`src/rtl/adc_ctl_pkg.sv`:
```
package adc_ctl_pkg;
    // Converting engines and their indices (enable/status bit positions)
    localparam int NENG    = 2;
    localparam int ENG_AUX = 0;
    localparam int ENG_BAT = 1;
    localparam int SEL_W   = (NENG > 1) ? $clog2(NENG) : 1;

    // Register byte offsets
    localparam logic [7:0] OFS_ENABLE  = 8'h00;
    localparam logic [7:0] OFS_CONFIG  = 8'h04;
    localparam logic [7:0] OFS_MASK    = 8'h08;
    localparam logic [7:0] OFS_STATUS  = 8'h0C;
    localparam logic [7:0] OFS_BATDATA = 8'h1C;
    localparam logic [7:0] OFS_AUXDATA = 8'h20;

    // Bit positions
    localparam int BIT_TOUCH  = 2;
    localparam int BIT_PWRDN  = 7;
    localparam int CFG_LOWREF = 4;
    localparam int FLAG_W     = 8;
endpackage

```
`src/rtl/adc_ctl_regs.sv`:
```
module adc_ctl_regs
    import adc_ctl_pkg::*;
#(
    parameter int ADDR_W = 8
) (
    input  logic              clk,
    input  logic              rst_n,
    input  logic              wr,
    input  logic [ADDR_W-1:0] addr,
    input  logic [FLAG_W-1:0] wdata,
    input  logic [NENG-1:0]   cmpl,
    output logic [FLAG_W-1:0] enable_o,
    output logic [1:0]        aux_mode_o,
    output logic              low_ref_o,
    output logic [FLAG_W-1:0] mask_o,
    output logic [FLAG_W-1:0] status_o
);
    typedef struct packed {
        logic [FLAG_W-1:0] en;
        logic [1:0]        amode;
        logic              lowref;
        logic [FLAG_W-1:0] mask;
        logic [FLAG_W-1:0] stat;
    } regs_t;

    regs_t q, d;
    logic [FLAG_W-1:0] hw_set;
    logic [FLAG_W-1:0] sw_clr;

    always_comb begin
        d      = q;
        hw_set = '0;
        hw_set[NENG-1:0] = cmpl;
        sw_clr = '0;
        // Engine request bits drop on completion; a write can only set them
        d.en[NENG-1:0] = q.en[NENG-1:0] & ~cmpl;
        if (wr) begin
            if (addr == ADDR_W'(OFS_ENABLE)) begin
                d.en[NENG-1:0] = d.en[NENG-1:0] | wdata[NENG-1:0];
                d.en[BIT_TOUCH] = wdata[BIT_TOUCH];
                d.en[BIT_PWRDN] = wdata[BIT_PWRDN];
            end
            if (addr == ADDR_W'(OFS_CONFIG)) begin
                d.amode  = wdata[1:0];
                d.lowref = wdata[CFG_LOWREF];
            end
            if (addr == ADDR_W'(OFS_MASK)) begin
                d.mask = wdata;
            end
            if (addr == ADDR_W'(OFS_STATUS)) begin
                sw_clr = wdata;
            end
        end
        // Hardware set takes priority over a simultaneous clear
        d.stat = (q.stat & ~sw_clr) | hw_set;
    end

    always_ff @(posedge clk or negedge rst_n) begin
        if (!rst_n) begin
            q.en     <= '0;
            q.amode  <= '0;
            q.lowref <= 1'b0;
            q.mask   <= '1;
            q.stat   <= '0;
        end else begin
            q <= d;
        end
    end

    assign enable_o   = q.en;
    assign aux_mode_o = q.amode;
    assign low_ref_o  = q.lowref;
    assign mask_o     = q.mask;
    assign status_o   = q.stat;

    for (genvar i = 0; i < NENG; i++) begin : g_eng_chk
        // completion drops the request unless a write re-arms it
        a_r3_enable_cleared: assert property (@(posedge clk) disable iff (!rst_n)
            (cmpl[i] && !(wr && addr == ADDR_W'(OFS_ENABLE) && wdata[i])) |=> !q.en[i]);
        // completion wins over clear
        a_r6_set_wins: assert property (@(posedge clk) disable iff (!rst_n)
            cmpl[i] |=> q.stat[i]);
    end

    for (genvar j = 0; j < FLAG_W; j++) begin : g_stat_chk
        // write-one-to-clear
        a_r6_status_w1c: assert property (@(posedge clk) disable iff (!rst_n)
            (wr && addr == ADDR_W'(OFS_STATUS) && wdata[j] && !hw_set[j]) |=> !q.stat[j]);
    end
endmodule

```
`src/rtl/adc_ctl_sched.sv`:
```
module adc_ctl_sched
    import adc_ctl_pkg::*;
#(
    parameter int DATA_W = 12
) (
    input  logic                         clk,
    input  logic                         rst_n,
    input  logic [NENG-1:0]              req,
    input  logic                         pwrdn,
    input  logic                         conv_done,
    input  logic [DATA_W-1:0]            conv_data,
    output logic                         conv_start,
    output logic [SEL_W-1:0]             conv_sel,
    output logic [NENG-1:0]              cmpl,
    output logic [NENG-1:0][DATA_W-1:0]  eng_data
);
    typedef struct packed {
        logic                        busy;
        logic                        start;
        logic [SEL_W-1:0]            sel;
        logic [NENG-1:0][DATA_W-1:0] data;
    } sched_t;

    sched_t q, d;
    logic [SEL_W-1:0] pick;
    logic [NENG-1:0]  cmpl_c;

    // Lowest-numbered pending engine wins
    always_comb begin
        pick = '0;
        for (int i = NENG - 1; i >= 0; i--) begin
            if (req[i]) pick = SEL_W'(i);
        end
    end

    always_comb begin
        d       = q;
        d.start = 1'b0;
        cmpl_c  = '0;
        if (q.busy) begin
            if (conv_done) begin
                d.busy         = 1'b0;
                d.data[q.sel]  = conv_data;
                cmpl_c[q.sel]  = 1'b1;
            end
        end else if (!pwrdn && (|req)) begin
            d.busy  = 1'b1;
            d.start = 1'b1;
            d.sel   = pick;
        end
    end

    always_ff @(posedge clk or negedge rst_n) begin
        if (!rst_n) begin
            q <= '0;
        end else begin
            q <= d;
        end
    end

    assign conv_start = q.start;
    assign conv_sel   = q.sel;
    assign cmpl       = cmpl_c;
    assign eng_data   = q.data;

    // start is a single-cycle pulse
    a_r2_start_pulse: assert property (@(posedge clk) disable iff (!rst_n)
        conv_start |=> !conv_start);
    // no lower-numbered request was pending when a higher engine started
    a_r4_lowest_first: assert property (@(posedge clk) disable iff (!rst_n)
        conv_start |-> (($past(req) & ~({NENG{1'b1}} << conv_sel)) == '0));
    // completion reports exactly one engine
    a_r4_single_done: assert property (@(posedge clk) disable iff (!rst_n)
        (|cmpl) |-> $onehot(cmpl));
    // no start is issued out of power-down
    a_r5_no_start_pwrdn: assert property (@(posedge clk) disable iff (!rst_n)
        conv_start |-> !$past(pwrdn));
endmodule

```
`src/rtl/adc_engine_ctrl.sv`:
```
module adc_engine_ctrl
    import adc_ctl_pkg::*;
#(
    parameter int ADDR_W = 8,
    parameter int REG_W  = 32,
    parameter int DATA_W = 12
) (
    input  logic              clk,
    input  logic              rst_n,
    input  logic              reg_valid,
    input  logic              reg_write,
    input  logic [ADDR_W-1:0] reg_addr,
    input  logic [REG_W-1:0]  reg_wdata,
    output logic [REG_W-1:0]  reg_rdata,
    output logic              conv_start,
    output logic [SEL_W-1:0]  conv_sel,
    output logic              conv_aux_input,
    output logic              conv_low_ref,
    input  logic              conv_done,
    input  logic [DATA_W-1:0] conv_data,
    output logic              irq
);
    logic                        wr;
    logic [FLAG_W-1:0]           enable_q;
    logic [1:0]                  aux_mode_q;
    logic                        low_ref_q;
    logic [FLAG_W-1:0]           mask_q;
    logic [FLAG_W-1:0]           status_q;
    logic [NENG-1:0]             cmpl;
    logic [NENG-1:0][DATA_W-1:0] eng_data;
    logic                        unused_wdata;

    assign wr           = reg_valid & reg_write;
    assign unused_wdata = ^reg_wdata[REG_W-1:FLAG_W];

    adc_ctl_regs #(.ADDR_W(ADDR_W)) u_regs (
        .clk        (clk),
        .rst_n      (rst_n),
        .wr         (wr),
        .addr       (reg_addr),
        .wdata      (reg_wdata[FLAG_W-1:0]),
        .cmpl       (cmpl),
        .enable_o   (enable_q),
        .aux_mode_o (aux_mode_q),
        .low_ref_o  (low_ref_q),
        .mask_o     (mask_q),
        .status_o   (status_q)
    );

    adc_ctl_sched #(.DATA_W(DATA_W)) u_sched (
        .clk        (clk),
        .rst_n      (rst_n),
        .req        (enable_q[NENG-1:0]),
        .pwrdn      (enable_q[BIT_PWRDN]),
        .conv_done  (conv_done),
        .conv_data  (conv_data),
        .conv_start (conv_start),
        .conv_sel   (conv_sel),
        .cmpl       (cmpl),
        .eng_data   (eng_data)
    );

    assign conv_aux_input = (aux_mode_q == 2'd2);
    assign conv_low_ref   = low_ref_q;
    assign irq            = |(status_q & ~mask_q);

    always_comb begin
        reg_rdata = '0;
        if (reg_valid && !reg_write) begin
            case (reg_addr)
                ADDR_W'(OFS_ENABLE):  reg_rdata[FLAG_W-1:0] = enable_q;
                ADDR_W'(OFS_CONFIG): begin
                    reg_rdata[1:0]        = aux_mode_q;
                    reg_rdata[CFG_LOWREF] = low_ref_q;
                end
                ADDR_W'(OFS_MASK):    reg_rdata[FLAG_W-1:0] = mask_q;
                ADDR_W'(OFS_STATUS):  reg_rdata[FLAG_W-1:0] = status_q;
                ADDR_W'(OFS_BATDATA): reg_rdata[DATA_W-1:0] = eng_data[ENG_BAT];
                ADDR_W'(OFS_AUXDATA): reg_rdata[DATA_W-1:0] = eng_data[ENG_AUX];
                default:              reg_rdata = '0;
            endcase
        end
    end

    // a fully masked status never raises the line
    a_r7_all_masked_quiet: assert property (@(posedge clk) disable iff (!rst_n)
        (mask_q == '1) |-> !irq);
endmodule

```
`config.mk`:
```
export PLATFORM = sky130hd
export DESIGN_NAME = adc_engine_ctrl
export DESIGN_NICKNAME = d
export VERILOG_FILES = /design/src/rtl/adc_ctl_pkg.sv /design/src/rtl/adc_ctl_regs.sv /design/src/rtl/adc_ctl_sched.sv /design/src/rtl/adc_engine_ctrl.sv
export SDC_FILE = /design/constraint.sdc
export NUM_CORES = 1
export LEC_CHECK = 0
export ABC_AREA = 1
export BUFFER_PORTS_ARGS = -buffer_cell sky130_fd_sc_hd__buf_2
export CAP_MARGIN = 40
export CORE_ASPECT_RATIO = 0.6
export CORE_MARGIN = 1
export CORE_UTILIZATION = 54
export DETAILED_ROUTE_END_ITERATION = 10
export PLACE_DENSITY = 0.83
export SETUP_SLACK_MARGIN = 0.05
export SLEW_MARGIN = 20
export SYNTH_ARGS = -nofsm -noshare
export SYNTH_HDL_FRONTEND = slang
export SYNTH_SLANG_ARGS = --single-unit
```
`constraint.sdc`:
```
create_clock -name clk -period 2.6 [get_ports clk]
set_clock_uncertainty 0.05 [all_clocks]
set_input_delay 0.52 -clock clk [delete_from_list [all_inputs] [get_ports clk]]
set_output_delay 0.52 -clock clk [all_outputs]
set_load 0.05 [all_outputs]
```
======== Word-level counts from Yosys, hierarchy flattened ========
Index checks and enable logic that the tools add are counted.
word-level totals
  bits of input ports ..................... 57
  output and inout port bits .............. 37
  logic and storage cells ................. 67
  bits in registers ....................... 50
operators by class
  magnitude comparators ................... 2
  multiplexer cells ....................... 25
  bitwise operators ....................... 10
  reduce and logical (&&, ||, !) cells .... 13
  equality and inequality tests ........... 6
operators by type and width
  operator                                                         number
  24-bit bitwise mux                                               1
  12-bit 2-to-1 mux                                                2
  8-bit 2-to-1 mux                                                 3
  8-bit bitwise AND                                                2
  8-bit by 4-bit == test with 1-bit output, second input constant  2
  8-bit inverter                                                   2
  3-bit one-hot mux with 5 select lines                            1
  13-bit 2-to-1 mux                                                1
  12-bit demux with 1-bit select                                   1
  2-bit one-hot mux with 6 select lines                            1
  2-bit one-hot mux with 5 select lines                            1
  2-bit AND reduction                                              5
  8-bit by 3-bit == test with 1-bit output, second input constant  1
  8-bit by 5-bit == test with 1-bit output, second input constant  1
  8-bit by 6-bit == test with 1-bit output, second input constant  1
  8-bit zero test                                                  1
  2-bit 2-to-1 mux                                                 4
  8-bit by 2-bit OR with 8-bit output                              1
  4-bit one-hot mux with 2 select lines                            1
  8-bit OR reduction                                               1
  3-bit 2-to-1 mux                                                 2
  1-bit 2-to-1 mux                                                 5
  1-bit one-hot mux with 5 select lines                            1
  1-bit logical AND                                                3
  11 further kinds                                                 12

======== Depth between registers and ports, before layout ========
  depth in word-level cells ............... 11
  depth in mapped cells ................... 9

======== Cells and area by module ========
Synthesis repeated with hierarchy kept, for this count alone.
second synthesis, totals
  cell total of the unflattened synthesis .. 462
  area, all modules ....................... 3348.2 um^2
by module, submodules not included
  module           times used  area each (um^2)  cells an instance
  adc_ctl_sched    1           1272.5            146
  adc_ctl_regs     1           1137.3            138
  adc_engine_ctrl  1           938.4             178

======== Worst setup path before layout ========
Ideal clock, no wire load.
  kind .................................... input to output
  start point ............................. input port reg_addr[7]
  end point ............................... output port reg_rdata[10]
  cell stages on the path ................. 6
  arrival time ............................ 1.834 ns
  slack ................................... 0.196 ns
  buffers on the path ..................... 1
  cell sequence ........................... nor2_4 > nand3_1 > nor2_4 > buf_6 > nand2_1 > a21oi_1
on the way
  word-level cells in the longest chain between the ends .. 3
  elaborated cells between the ends (all ways) .. 4
  those cells by class .................... eq/ne (2); mux (2)
RTL lines
  element                                                                                               RTL line               source
  from (decl)                                                                                           adc_engine_ctrl.sv:12  input logic [ADDR_W-1:0] reg_addr,
  8-bit by 6-bit == test with 1-bit output or 8-bit by 5-bit == test with 1-bit output (tied branches)  adc_engine_ctrl.sv:70  case (reg_addr)
  4-bit one-hot mux with 2 select lines *                                                               adc_engine_ctrl.sv:70
  12-bit 2-to-1 mux *                                                                                   adc_engine_ctrl.sv:69  if (reg_valid && !reg_write) begin
  to (decl)                                                                                             adc_engine_ctrl.sv:14  output logic [REG_W-1:0] reg_rdata,
Mark *: on every way between the ends. The rest lies on a longest branch, timed or not.

======== Final worst setup path ========
  start point ............................. input port reg_addr[4]
  end point ............................... output port reg_rdata[5]
on the way
  word-level cells in the longest chain between the ends .. 3
  elaborated cells between the ends (all ways) .. 7
  those cells by class .................... eq/ne (4); mux (2); reduce/logical (1)
RTL lines
  element                                                           RTL line
  8-bit by 6-bit == test with 1-bit output (tied with other cells)  adc_engine_ctrl.sv:70
  3-bit one-hot mux with 5 select lines *                           adc_engine_ctrl.sv:70
  12-bit 2-to-1 mux *                                               adc_engine_ctrl.sv:69
Marks and branches as above.

==> impl_results.md <==
- Status: finished clean
- Synthesized flop and latch total: 50
- Critical path type: in -> out
- FMAX: 417.9 MHz
- Slew HR: 0.6266
- Worst Setup Slack, final: 0.2072 ns
- Routed wire length: 5700 um
- Critical Path RT: 2.03 ns
- Via/cell ratio: 4.960
- Maximum vdd drop: 536.5 uV
- Drt pass-1 iters: 4
- Net count, final: 464
- WHS: 0.1450 ns
- Number of global-route vias before repair: 2178
- DR vias: 2336
- Leakage power: 1.620 nW
- Core Rows: 19
- R2r setup slk: 1.24 ns
- 1st-iter DRT viols: 83
- Startpoint Class: input port
- Placed insts: 463
- H-tree level count: 2
- Power Total: 2.015 mW
- Global-route wire length before repair: 9597 um
- Setup TNS: 0 ns
- Final setup fails: 0
- # diodes: 0
- Post-synth EDFFs: 0
- CTS Buf Count: 5
- Count leader, synth: nand2_1
- Post-CTS Hold Fix Bufs: 0
- Gpl congestion: 0.8700
- DRC: 0
- Sequential fraction of the synthesis area: 0.4632
- Die height: 57 um
- Area share of the largest cell type after synthesis: 0.3860
- Top post-synthesis cells by count: 104 x nand2_1, 45 x inv_1, 42 x dfrtp_1
- RSZ-0062 raised after global routing: no
- Die area: 5339 sq um
- IO Pins: 94
- R2r worst-path depth: 5
- Synth Warn #: 0
- Post-route cell area: 3073 sq um
- Tcrit/Tclk final: 0.9203
- Root Buffer Master: clkbuf_8
- Area contributors post-synth: dfrtp_1 39%, nand2_1 14%, dfstp_2 7.7%
- Port Buffers: 49
- HP Class: in -> async
- Layout area overhead: 12.87%
- Fraction of layout cells with a size suffix above 1: 0.2181
- Hold Vio Cnt, Final: 0
- Finished Core Util: 0.6528
- Main synth FF type: dfrtp_1
- Setup bufs post-CTS: 0
- Kind of end point of the critical path: output port
- Clk Latency, worst-skew pair: 0.30 ns
- Gr ovfl total: 0
- Synthesized area: 2723 sq um
- Final min period: 2.393 ns
- Async set or reset register ratio after synthesis: 1.000
- Worst-path clk slew: 0.09 ns
- Reg2reg end: u_sched.eng_data[5]
- Yosys top cell by area: dfrtp_1
- GRT Resource Usage Total: 0.2371
- Dpl cell area: 2967 sq um
- MaxCap Viol Count: 0
- Antenna Nets Post-Route: 0
- Largest net degree at the start of global routing: 29
- Initial core utilization: 0.5784
- Reg2reg start: u_sched.conv_sel
- CTS tree: built
- Worst EP arrival: 1.82 ns
- Pwr dens: 655.8 nW/um^2
- Final Non-Filler Cells: 471
- Count of cell types in the netlist: 23
- Avg Cell Area, Syn: 7.648 sq um
- Cells after Synth: 356
- Worst-margin pin slew: 0.5601 ns
- Core Area: 4707 sq um
- Post-cts sizing count: 0
- CTS Sinks: 50
- HPWL after DPL: 4335 um
- Crit Path Max Fanout: 12
- CTS Buffer Depth: 2
- Initial antenna violation count: 0
- Max Slew Vio Count: 0
- Die Span X: 93.67 um
- Pre-CTS setup slack: 0.2150 ns
- Wirelength per Cell: 12.10 um
layout make-up:
| cell class | count | area [sq um] |
|---|---|---|
| clock buffer | 7 | 76.32 |
| clock inverter | 1 | 30.03 |
| timing repair buffer | 55 | 315.3 |
| fill | 432 | 1634 |
| sequential | 50 | 1261 |
| multi-input combinational | 247 | 1131 |
| tap | 63 | 78.83 |
| inverter | 48 | 180.2 |
where the power goes:
part           switching, mW  total (mW)  leakage [nW]  internal (mW)
registers              0.108        1.08         0.598          0.971
logic                  0.273       0.395         0.970          0.122
clock network          0.253       0.541        0.0524          0.288
total                  0.634        2.02          1.62           1.38
critical path: stages:
cell and delay (ns):
buf_2 0.12, nor2_2 0.15, nand2_4 0.10, nor2_4 0.30
nand2_1 0.08, o21ai_0 0.10, nor2_1 0.06, nor2_1 0.10
buf_2 0.29
flip-flops by register name, indices dropped and copies added, names as in the netlist:
signal,cells
u_sched.eng_data,24
u_regs.mask_o,8
u_regs.status_o,8
u_regs.enable_o,4
u_regs.aux_mode_o,2
u_regs.low_ref_o,1
u_sched.conv_sel,1
u_sched.conv_start,1
u_sched.q,1
worst max-delay path by stage:
stage	slack, ns	start	end
5_1_grt	0.11	reg_addr[7]	reg_rdata[6]
4_1_cts	0.21	reg_addr[7]	reg_rdata[5]
6_report	0.21	reg_addr[4]	reg_rdata[5]
2_1_floorplan	0.20	reg_addr[7]	reg_rdata[10]
3_3_place_gp	0.19	reg_addr[4]	reg_rdata[5]
3_5_place_dp	0.22	reg_addr[7]	reg_rdata[5]
cells by family after synthesis:
| kind of cell | count (synthesis) | synth area share |
|---|---|---|
| compound gates | 59 | 0.1199 |
| other cells | 1 | 0.001377 |
| simple gates | 168 | 0.2679 |
| flops | 50 | 0.4632 |
| buf+inv | 78 | 0.1475 |
cell usage in the layout, fill, tap and decap left out, types with 4 or more instances in the layout:
cell / count
inv_1: 45
nand3_1: 23
conb_1: 20
o22ai_1: 4
o21ai_2: 4
nand2_1: 104
nor2_1: 27
clkbuf_8: 5
o21ai_0: 36
dfrtp_1: 42
buf_4: 4
a31oi_1: 6
nor2_2: 4
nor2_4: 6
a21oi_1: 6
buf_2: 49
dfstp_2: 8
routing by layer:
layer / track usage / part of all wire / vias up
met3: 0.05467 / 0.069 / 12
met2: 0.3624 / 0.44 / 70
met1: 0.3354 / 0.48 / 1077
met4: 0.08791 / 0.017 / 0
met5: 0 / 0 / -
li1: - / - / 1177
No activity file was read; power rests on OpenSTA's default activity.
